## src/rtl/bp_pkg.sv

```systemverilog
package bp_pkg;
  localparam int INSN_W   = 32;
  localparam int KIND_MSB = 31;
  localparam int KIND_LSB = 28;
  localparam int ABS_BIT  = 27;
  localparam int JDISP_W  = 24;
  localparam int CDISP_W  = 16;

  localparam logic [3:0] KIND_JUMP  = 4'hA;
  localparam logic [3:0] KIND_CBR   = 4'hB;
  localparam logic [3:0] KIND_REGBR = 4'hC;

  typedef enum logic [1:0] {
    CLS_NONE,
    CLS_JUMP,
    CLS_CBR,
    CLS_REG
  } brClass_e;

  typedef struct packed {
    brClass_e cls;
    logic     dispNeg;
  } brInfo_t;

  typedef struct packed {
    logic loadRedirect;
    logic selExec;
    logic passDown;
  } strobe_t;
endpackage

```

## src/rtl/bp_datapath.sv

```systemverilog
module bp_datapath
  import bp_pkg::*;
#(
  parameter int ADDR_W = 32
) (
  input  logic              clk,
  input  logic              rstN,
  input  logic [INSN_W-1:0] insn,
  input  logic [ADDR_W-1:0] insnPc,
  input  logic              exTaken,
  input  logic [ADDR_W-1:0] exTarget,
  input  logic [ADDR_W-1:0] exPc,
  input  strobe_t           strobes,
  output brInfo_t           info,
  output logic [ADDR_W-1:0] redirectAddr,
  output logic [INSN_W-1:0] dnInsn,
  output logic [ADDR_W-1:0] dnPc
);
  localparam int JPAD = ADDR_W - JDISP_W - 2;
  localparam int CPAD = ADDR_W - CDISP_W - 2;

  logic [3:0]        kind;
  logic              absMode;
  logic [ADDR_W-1:0] jumpOff;
  logic [ADDR_W-1:0] condOff;
  logic [ADDR_W-1:0] baseAddr;
  logic [ADDR_W-1:0] decTarget;
  logic [ADDR_W-1:0] fixAddr;

  assign kind    = insn[KIND_MSB:KIND_LSB];
  assign absMode = insn[ABS_BIT];

  always_comb begin
    unique case (kind)
      KIND_JUMP:  info.cls = CLS_JUMP;
      KIND_CBR:   info.cls = CLS_CBR;
      KIND_REGBR: info.cls = CLS_REG;
      default:    info.cls = CLS_NONE;
    endcase
    info.dispNeg = (info.cls == CLS_JUMP) ? insn[JDISP_W-1] : insn[CDISP_W-1];
  end

  assign jumpOff   = {{JPAD{insn[JDISP_W-1]}}, insn[JDISP_W-1:0], 2'b00};
  assign condOff   = {{CPAD{insn[CDISP_W-1]}}, insn[CDISP_W-1:0], 2'b00};
  assign baseAddr  = absMode ? '0 : insnPc;
  assign decTarget = baseAddr + ((info.cls == CLS_JUMP) ? jumpOff : condOff);
  assign fixAddr   = exTaken ? exTarget : exPc + ADDR_W'(4);

  always_ff @(posedge clk or negedge rstN) begin
    if (!rstN) begin
      redirectAddr <= '0;
      dnInsn       <= '0;
      dnPc         <= '0;
    end else begin
      if (strobes.loadRedirect)
        redirectAddr <= strobes.selExec ? fixAddr : decTarget;
      if (strobes.passDown) begin
        dnInsn <= insn;
        dnPc   <= insnPc;
      end
    end
  end
endmodule

```

## src/rtl/bp_control.sv

```systemverilog
module bp_control
  import bp_pkg::*;
(
  input  logic    clk,
  input  logic    rstN,
  input  logic    insnValid,
  input  brInfo_t info,
  input  logic    exValid,
  input  logic    exPredTaken,
  input  logic    exTaken,
  output strobe_t strobes,
  output logic    redirectValid,
  output logic    redirectFromExec,
  output logic    dnValid,
  output logic    dnPredTaken
);
  logic predictTaken;
  logic exMiss;
  logic live;
  logic decFire;

  assign predictTaken = (info.cls == CLS_JUMP) || ((info.cls == CLS_CBR) && info.dispNeg);
  assign exMiss       = exValid && (exPredTaken != exTaken);
  assign live         = insnValid && !exMiss && !redirectValid;
  assign decFire      = live && predictTaken;

  assign strobes.loadRedirect = exMiss || decFire;
  assign strobes.selExec      = exMiss;
  assign strobes.passDown     = live;

  always_ff @(posedge clk or negedge rstN) begin
    if (!rstN) begin
      redirectValid    <= 1'b0;
      redirectFromExec <= 1'b0;
      dnValid          <= 1'b0;
      dnPredTaken      <= 1'b0;
    end else begin
      redirectValid    <= exMiss || decFire;
      redirectFromExec <= exMiss;
      dnValid          <= live;
      dnPredTaken      <= decFire;
    end
  end

  assert_exec_wins_R8: assert property (@(posedge clk) disable iff (!rstN)
    exMiss |=> (redirectValid && redirectFromExec && !dnValid));

  assert_regbr_not_taken_R3: assert property (@(posedge clk) disable iff (!rstN)
    (insnValid && info.cls == CLS_REG && !(exValid && exPredTaken != exTaken)) |=>
      (!dnPredTaken && !redirectValid));

  assert_idle_quiet_R9: assert property (@(posedge clk) disable iff (!rstN)
    (!insnValid && !exValid) |=> (!redirectValid && !dnValid));

  assert_busy_squash_R10: assert property (@(posedge clk) disable iff (!rstN)
    (redirectValid && !exValid) |=> (!redirectValid && !dnValid));

  assert_match_no_fix_R7: assert property (@(posedge clk) disable iff (!rstN)
    (exValid && exPredTaken == exTaken) |=> !redirectFromExec);
endmodule

```

## src/rtl/bp_static_predict.sv

```systemverilog
module bp_static_predict
  import bp_pkg::*;
#(
  parameter int ADDR_W = 32
) (
  input  logic              clk,
  input  logic              rstN,
  input  logic              insnValid,
  input  logic [31:0]       insn,
  input  logic [ADDR_W-1:0] insnPc,
  input  logic              exValid,
  input  logic              exPredTaken,
  input  logic              exTaken,
  input  logic [ADDR_W-1:0] exTarget,
  input  logic [ADDR_W-1:0] exPc,
  output logic              redirectValid,
  output logic              redirectFromExec,
  output logic [ADDR_W-1:0] redirectAddr,
  output logic              dnValid,
  output logic [31:0]       dnInsn,
  output logic [ADDR_W-1:0] dnPc,
  output logic              dnPredTaken
);
  brInfo_t info;
  strobe_t strobes;

  bp_datapath #(.ADDR_W(ADDR_W)) u_dp (
    .clk(clk), .rstN(rstN), .insn(insn), .insnPc(insnPc),
    .exTaken(exTaken), .exTarget(exTarget), .exPc(exPc),
    .strobes(strobes), .info(info), .redirectAddr(redirectAddr),
    .dnInsn(dnInsn), .dnPc(dnPc)
  );

  bp_control u_ctl (
    .clk(clk), .rstN(rstN), .insnValid(insnValid), .info(info),
    .exValid(exValid), .exPredTaken(exPredTaken), .exTaken(exTaken),
    .strobes(strobes), .redirectValid(redirectValid),
    .redirectFromExec(redirectFromExec), .dnValid(dnValid),
    .dnPredTaken(dnPredTaken)
  );
endmodule

```

## config.mk

```make
export PLATFORM = sky130hd
export DESIGN_NAME = bp_static_predict
export DESIGN_NICKNAME = d
export VERILOG_FILES = /design/src/rtl/bp_pkg.sv /design/src/rtl/bp_datapath.sv /design/src/rtl/bp_control.sv /design/src/rtl/bp_static_predict.sv
export SDC_FILE = /design/constraint.sdc
export NUM_CORES = 1
export LEC_CHECK = 0
export BUFFER_PORTS_ARGS = -buffer_cell sky130_fd_sc_hd__buf_2
export CAP_MARGIN = 20
export CELL_PAD_IN_SITES_DETAIL_PLACEMENT = 0
export CELL_PAD_IN_SITES_GLOBAL_PLACEMENT = 1
export CORE_MARGIN = 2
export CORE_UTILIZATION = 25
export DETAILED_ROUTE_END_ITERATION = 16
export GPL_TIMING_DRIVEN = 0
export PLACE_DENSITY_LB_ADDON = 0.08
export SYNTH_ARGS = -nofsm -noshare
export SYNTH_HDL_FRONTEND = slang
export SYNTH_HIERARCHICAL = 1
export SYNTH_SLANG_ARGS = --single-unit
```

## constraint.sdc

```tcl
create_clock -name clk -period 2.2 [get_ports clk]
set_input_delay 0.22 -clock clk [delete_from_list [all_inputs] [get_ports clk]]
set_output_delay 0.22 -clock clk [all_outputs]
set_load 0.03 [all_outputs]
```

# Word level (Yosys, flattened, before mapping)

Index checks and enable logic that the tools add are counted.
Widths: inputs -> output; s select.

Register bits: 100
Input port bits: 134
Output and inout bits: 100
Logic and storage cells: 30

$add $sub $neg: 2
Equality and inequality tests: 6
Muxes and demuxes: 6
Reduce and logical (&&, ||, !) cells: 9

Operators with widths:

| cell                  | number |
|---|---|
| $mux 32               | 4 |
| $add 32x3->32 const B | 1 |
| $add 32x32->32        | 1 |
| $eq 4x4->1 const B    | 3 |
| $pmux 2 s3            | 1 |
| $logic_and 1x1->1     | 5 |
| $eq 2x1->1 const B    | 1 |
| $eq 2x2->1 const B    | 1 |
| $logic_not 1->1       | 2 |
| $logic_or 1x1->1      | 2 |
| $mux 1                | 1 |
| $ne 1x1->1            | 1 |

# Logic depth before layout (Yosys ltp)

Depth in word-level cells: 8
Mapped depth: 15
Gate-level depth less buffers: 13

# Hierarchy

The synthesis kept the hierarchy.

Modules (own cells, without submodules):

| module      | times used | cells each | area an instance (µm²) | seq. area each (µm²) |
|---|---|---|---|---|
| bp_datapath | 1          | 718        | 6558.8                 | 2402.3 |
| bp_control  | 1          | 15         | 175.2                  | 100.1 |

# Least setup slack after synthesis

Ideal clock, no wire load.

Path kind: input to register
Start: input port insn[27]
End: register u_dp.redirectAddr[30]
Setup time: 126 ps
Data arrival time: 2908 ps
Data required time: 2074 ps
Setup slack: -833 ps
Stages: 14
Buffers on the path: 1
Cell sequence: clkbuf_1 > nor2b_1 > ha_1 > inv_1 > fa_1 > nor2b_1 > o211ai_1 > a21oi_1 > a31o_2 > a41oi_2 > o211ai_1 > mux2_1 > a221oi_1 > nor2_1

Cells in the longest elaborated chain, start to end: 3

RTL lines:

| element              | line                   | text |
|---|---|---|
| start, declared      | bp_static_predict.sv:9 | `input logic [31:0] insn,` |
| $mux 32              | bp_datapath.sv:45      | `assign baseAddr = absMode ? '0 : insnPc;` |
| $add 32x32->32       | bp_datapath.sv:46      | `assign decTarget = baseAddr + ((info.cls == CLS_JUMP) ? jumpOff : condOff);` |
| $mux 32              | bp_datapath.sv:56      | `redirectAddr <= strobes.selExec ? fixAddr : decTarget;` |
| end signal, assigned | bp_datapath.sv:56      |  |
| end, declared        | bp_datapath.sv:15      | `output logic [ADDR_W-1:0] redirectAddr,` |

Every way passes these cells.
A chain may end at the register's enable or synchronous reset.

# Worst setup path in the final report

Same ends and word-level chain as after synthesis.

==> impl_metrics.json <==
{
  "violations": "negative setup slack",
  "grt_pass1_wl_um": 38210,
  "path_clk_slew_ns": 0.07,
  "syn_inst": 733,
  "critPathRequiredTime_ns": 2.44,
  "dieArea_um2": 28260,
  "grt_setup_unrepaired": "true",
  "area_growth_pct": 47.71,
  "synthAdderAreaFrac_pct": 5.314,
  "insertion_delay_ns": 0.35,
  "io_buffers": 233,
  "drv_slew": 0,
  "post_drt_wl_per_cell_um": 18.05,
  "arrival_ns": 2.95,
  "maxCapViolations": 0,
  "ys_warn_count": 6,
  "hold-worst-slack_ns": 0.09355,
  "n_antenna_cell": 0,
  "synth_edf_count": 0,
  "die_x_um": 168.1,
  "rows": 60,
  "period_minus_slack_ns": 2.707,
  "ff2ff_setup_slack_ns": 0.24,
  "p_leak_nw": 4.385,
  "ys_seq_area_share_pct": 37.16,
  "io_pins": 234,
  "syn_area_um2": 6734,
  "synth-compound-area-share_pct": 15.74,
  "post-place-ws_ns": -1.393,
  "htree_levels": 3,
  "reg2reg_to": "u_dp/dnPc[21]",
  "ant_nets": 0,
  "drt_iter0_drc": 225,
  "grt_pass1_vias": 6520,
  "cts_root_buffer": "clkbuf_16",
  "ys_ff_latch": 100,
  "criticalPathCategory": "in2reg",
  "drt-total-wl_um": 24620,
  "irDropWorstVdd_mv": 0.3522,
  "ys.flop_type": "dfrtp_1",
  "numClockSinks": 100,
  "setup_viol_count_final": 20,
  "post_drt_via_cell_ratio": 4.663,
  "ys_async_sr_fraction_pct": 100.0,
  "status": "finished, violations left",
  "initial_core_util_pct": 25.20,
  "cts_tree": "built",
  "synthMuxAreaShare_pct": 13.06,
  "period_share_pct": 123.0,
  "drt_pass1_iterations": 4,
  "crit_fanout": 4,
  "hold_path_class": "in2reg",
  "fin_nets": 1180,
  "place_area_um2": 8441,
  "final_area_um2": 9947,
  "ys_types": 68,
  "synth_top_family_by_area": "simple AND/OR/NAND/NOR gates",
  "hpwl_um": 19040,
  "gp_congestion": 0.8195,
  "final_core_util_pct": 37.22,
  "hold_violations": 0,
  "tightest_slew_ns": 0.6937,
  "die_y_um": 168.1,
  "antenna_found_initial": 0,
  "whs_endpoint": "u_dp/dnInsn[25]",
  "drc": 0,
  "via_count": 6361,
  "cts_buffers": 9,
  "syn_avg_cell_area_um2": 9.187,
  "relSlewSlack_pct": 53.75,
  "drive_gt1_share_pct": 48.58,
  "synth-simple-area-share_pct": 18.54,
  "holdCritStartpoint": "insn[25]",
  "r2r-start": "u_ctl/redirectValid",
  "overflow": 0,
  "track_usage_pct": 17.39,
  "min_path_cells": 2,
  "fin_ws_ns": -0.5069,
  "max_clock_freq_ghz": 0.3694,
  "fin_skew_ns": 0.005337,
  "core_um2": 26730,
  "syn-num-nets": 895,
  "grt_max_degree": 52,
  "startpoint_type": "input port",
  "powerDensity_nw_per_um2": 764.4,
  "cts_buffer_depth": 2,
  "reg2reg_depth": 5,
  "synth_xor_area_share_pct": 6.633,
  "critPathCaptureType": "flop"
}
[logic make-up after synthesis]
logic type | Yosys count
xor+xnor | 51
fa+ha+maj | 28
simple gates | 248
mux | 78
buf+inv | 55
flops | 100
compound gates | 173
[cells in the mapped netlist, types with 4 or more instances]
cell type | n | area share, %
nand4_1 | 6 | 0.56
ha_1 | 27 | 5.0
a21oi_1 | 56 | 4.2
buf_2 | 4 | 0.30
nor2_1 | 58 | 3.2
mux2i_1 | 8 | 1.2
o21ai_0 | 48 | 3.6
mux2_2 | 68 | 11
a211oi_1 | 7 | 0.78
nand3_1 | 28 | 2.1
and4_1 | 5 | 0.65
inv_1 | 14 | 0.78
o21a_1 | 6 | 0.67
a31oi_1 | 8 | 0.74
nand2_1 | 75 | 4.2
dfrtp_1 | 100 | 37
o211ai_1 | 10 | 1.1
xnor2_1 | 23 | 3.0
and3_1 | 8 | 0.74
nand2b_1 | 6 | 0.56
xor2_1 | 28 | 3.6
nor2b_1 | 34 | 3.2
clkbuf_1 | 29 | 1.6
a21o_1 | 9 | 1.0
nor3_1 | 7 | 0.52
[cell type report]
class	instances	area, um2
clock inverter	4	72.57
inverter	15	58.81
tap	341	426.7
multi-input combinational	578	4772
timing repair buffer	281	1647
buffer	33	221.5
sequential	100	2502
clock buffer	12	246.5
fill	2814	16780
[timing repair]
item	CTS	global route
endpoints found under the hold margin	49	0
hold buffers	1	0
setup endpoints to repair	90	44
resized for setup	101	86
pin swaps	52	52
buffers inserted	31	16
cloned	1	0
[per-stage QoR]
stage	setup TNS (ns)	total power, mW	instances
3_3_place_gp	-99.57	5.503	1307
5_1_grt	-7.304	8.056	1364
4_1_cts	-5.408	7.556	1352
2_1_floorplan	-3.731	4.441	733
3_5_place_dp	-56.78	5.512	1308
6_report	-4.616	7.604	1364
[routing by layer]
layer | share of wire, % | wire length, um | track usage [%] | vias to the layer above
li1 | - | - | - | 3174
met1 | 51 | 12500 | 25.49 | 3006
met2 | 43 | 10530 | 26.55 | 170
met3 | 5.4 | 1340 | 3.032 | 11
met4 | 1.0 | 245 | 4.160 | 0
met5 | 0 | 0 | 0 | -
[report_power, final]
group	leakage, nW	switching [mW]	total (mW)	internal, mW
registers	1.17	0.201	2.47	2.26
clock network	0.153	0.746	1.78	1.03
logic	3.07	2.10	3.36	1.27
total	4.39	3.04	7.60	4.56
[registers in the layout, indices dropped and copies added (netlist names)]
| name | flops |
|---|---|
| u_ctl/dnPredTaken | 1 |
| u_dp/dnInsn | 32 |
| u_ctl/redirectFromExec | 1 |
| u_ctl/dnValid | 1 |
| u_dp/dnPc | 32 |
| u_ctl/redirectValid | 1 |
| u_dp/redirectAddr | 32 |
[placed cells by master, fill, tap and decap left out, drive strengths merged, types with 10 or more instances in the layout]
cell	n
buf	287
dfrtp	100
nand2	76
mux2	69
nor2	58
a21oi	57
o21ai	51
clkbuf	38
nor2b	34
xor2	28
nand3	28
ha	27
xnor2	23
inv	15
o211ai	10
[how the worst max path moves through the flow]
stage | start | endpoint | slack, ns | cells after the start
floorplan | insn[27] | u_dp/redirectAddr[30] | -0.64 | 14
global placement | insn[27] | u_dp/redirectAddr[30] | -1.44 | 13
detailed placement | insn[27] | u_dp/redirectAddr[30] | -1.39 | 14
CTS | insn[27] | u_dp/redirectAddr[30] | -0.59 | 15
global route | insn[27] | u_dp/redirectAddr[30] | -0.66 | 15
finish | insn[27] | u_dp/redirectAddr[30] | -0.51 | 15
[worst max-delay path, stage by stage]
cell,delay [ns]
buf_12,0.10
clkbuf_16,0.15
nor2b_4,0.12
ha_4,0.15
inv_2,0.03
fa_2,0.34
nor2b_2,0.15
o211ai_1,0.12
a21oi_2,0.22
a31o_4,0.20
a41oi_4,0.13
o211ai_1,0.31
mux2_1,0.37
a221oi_2,0.26
nor2_1,0.06
(Power assumes the default switching activity.)
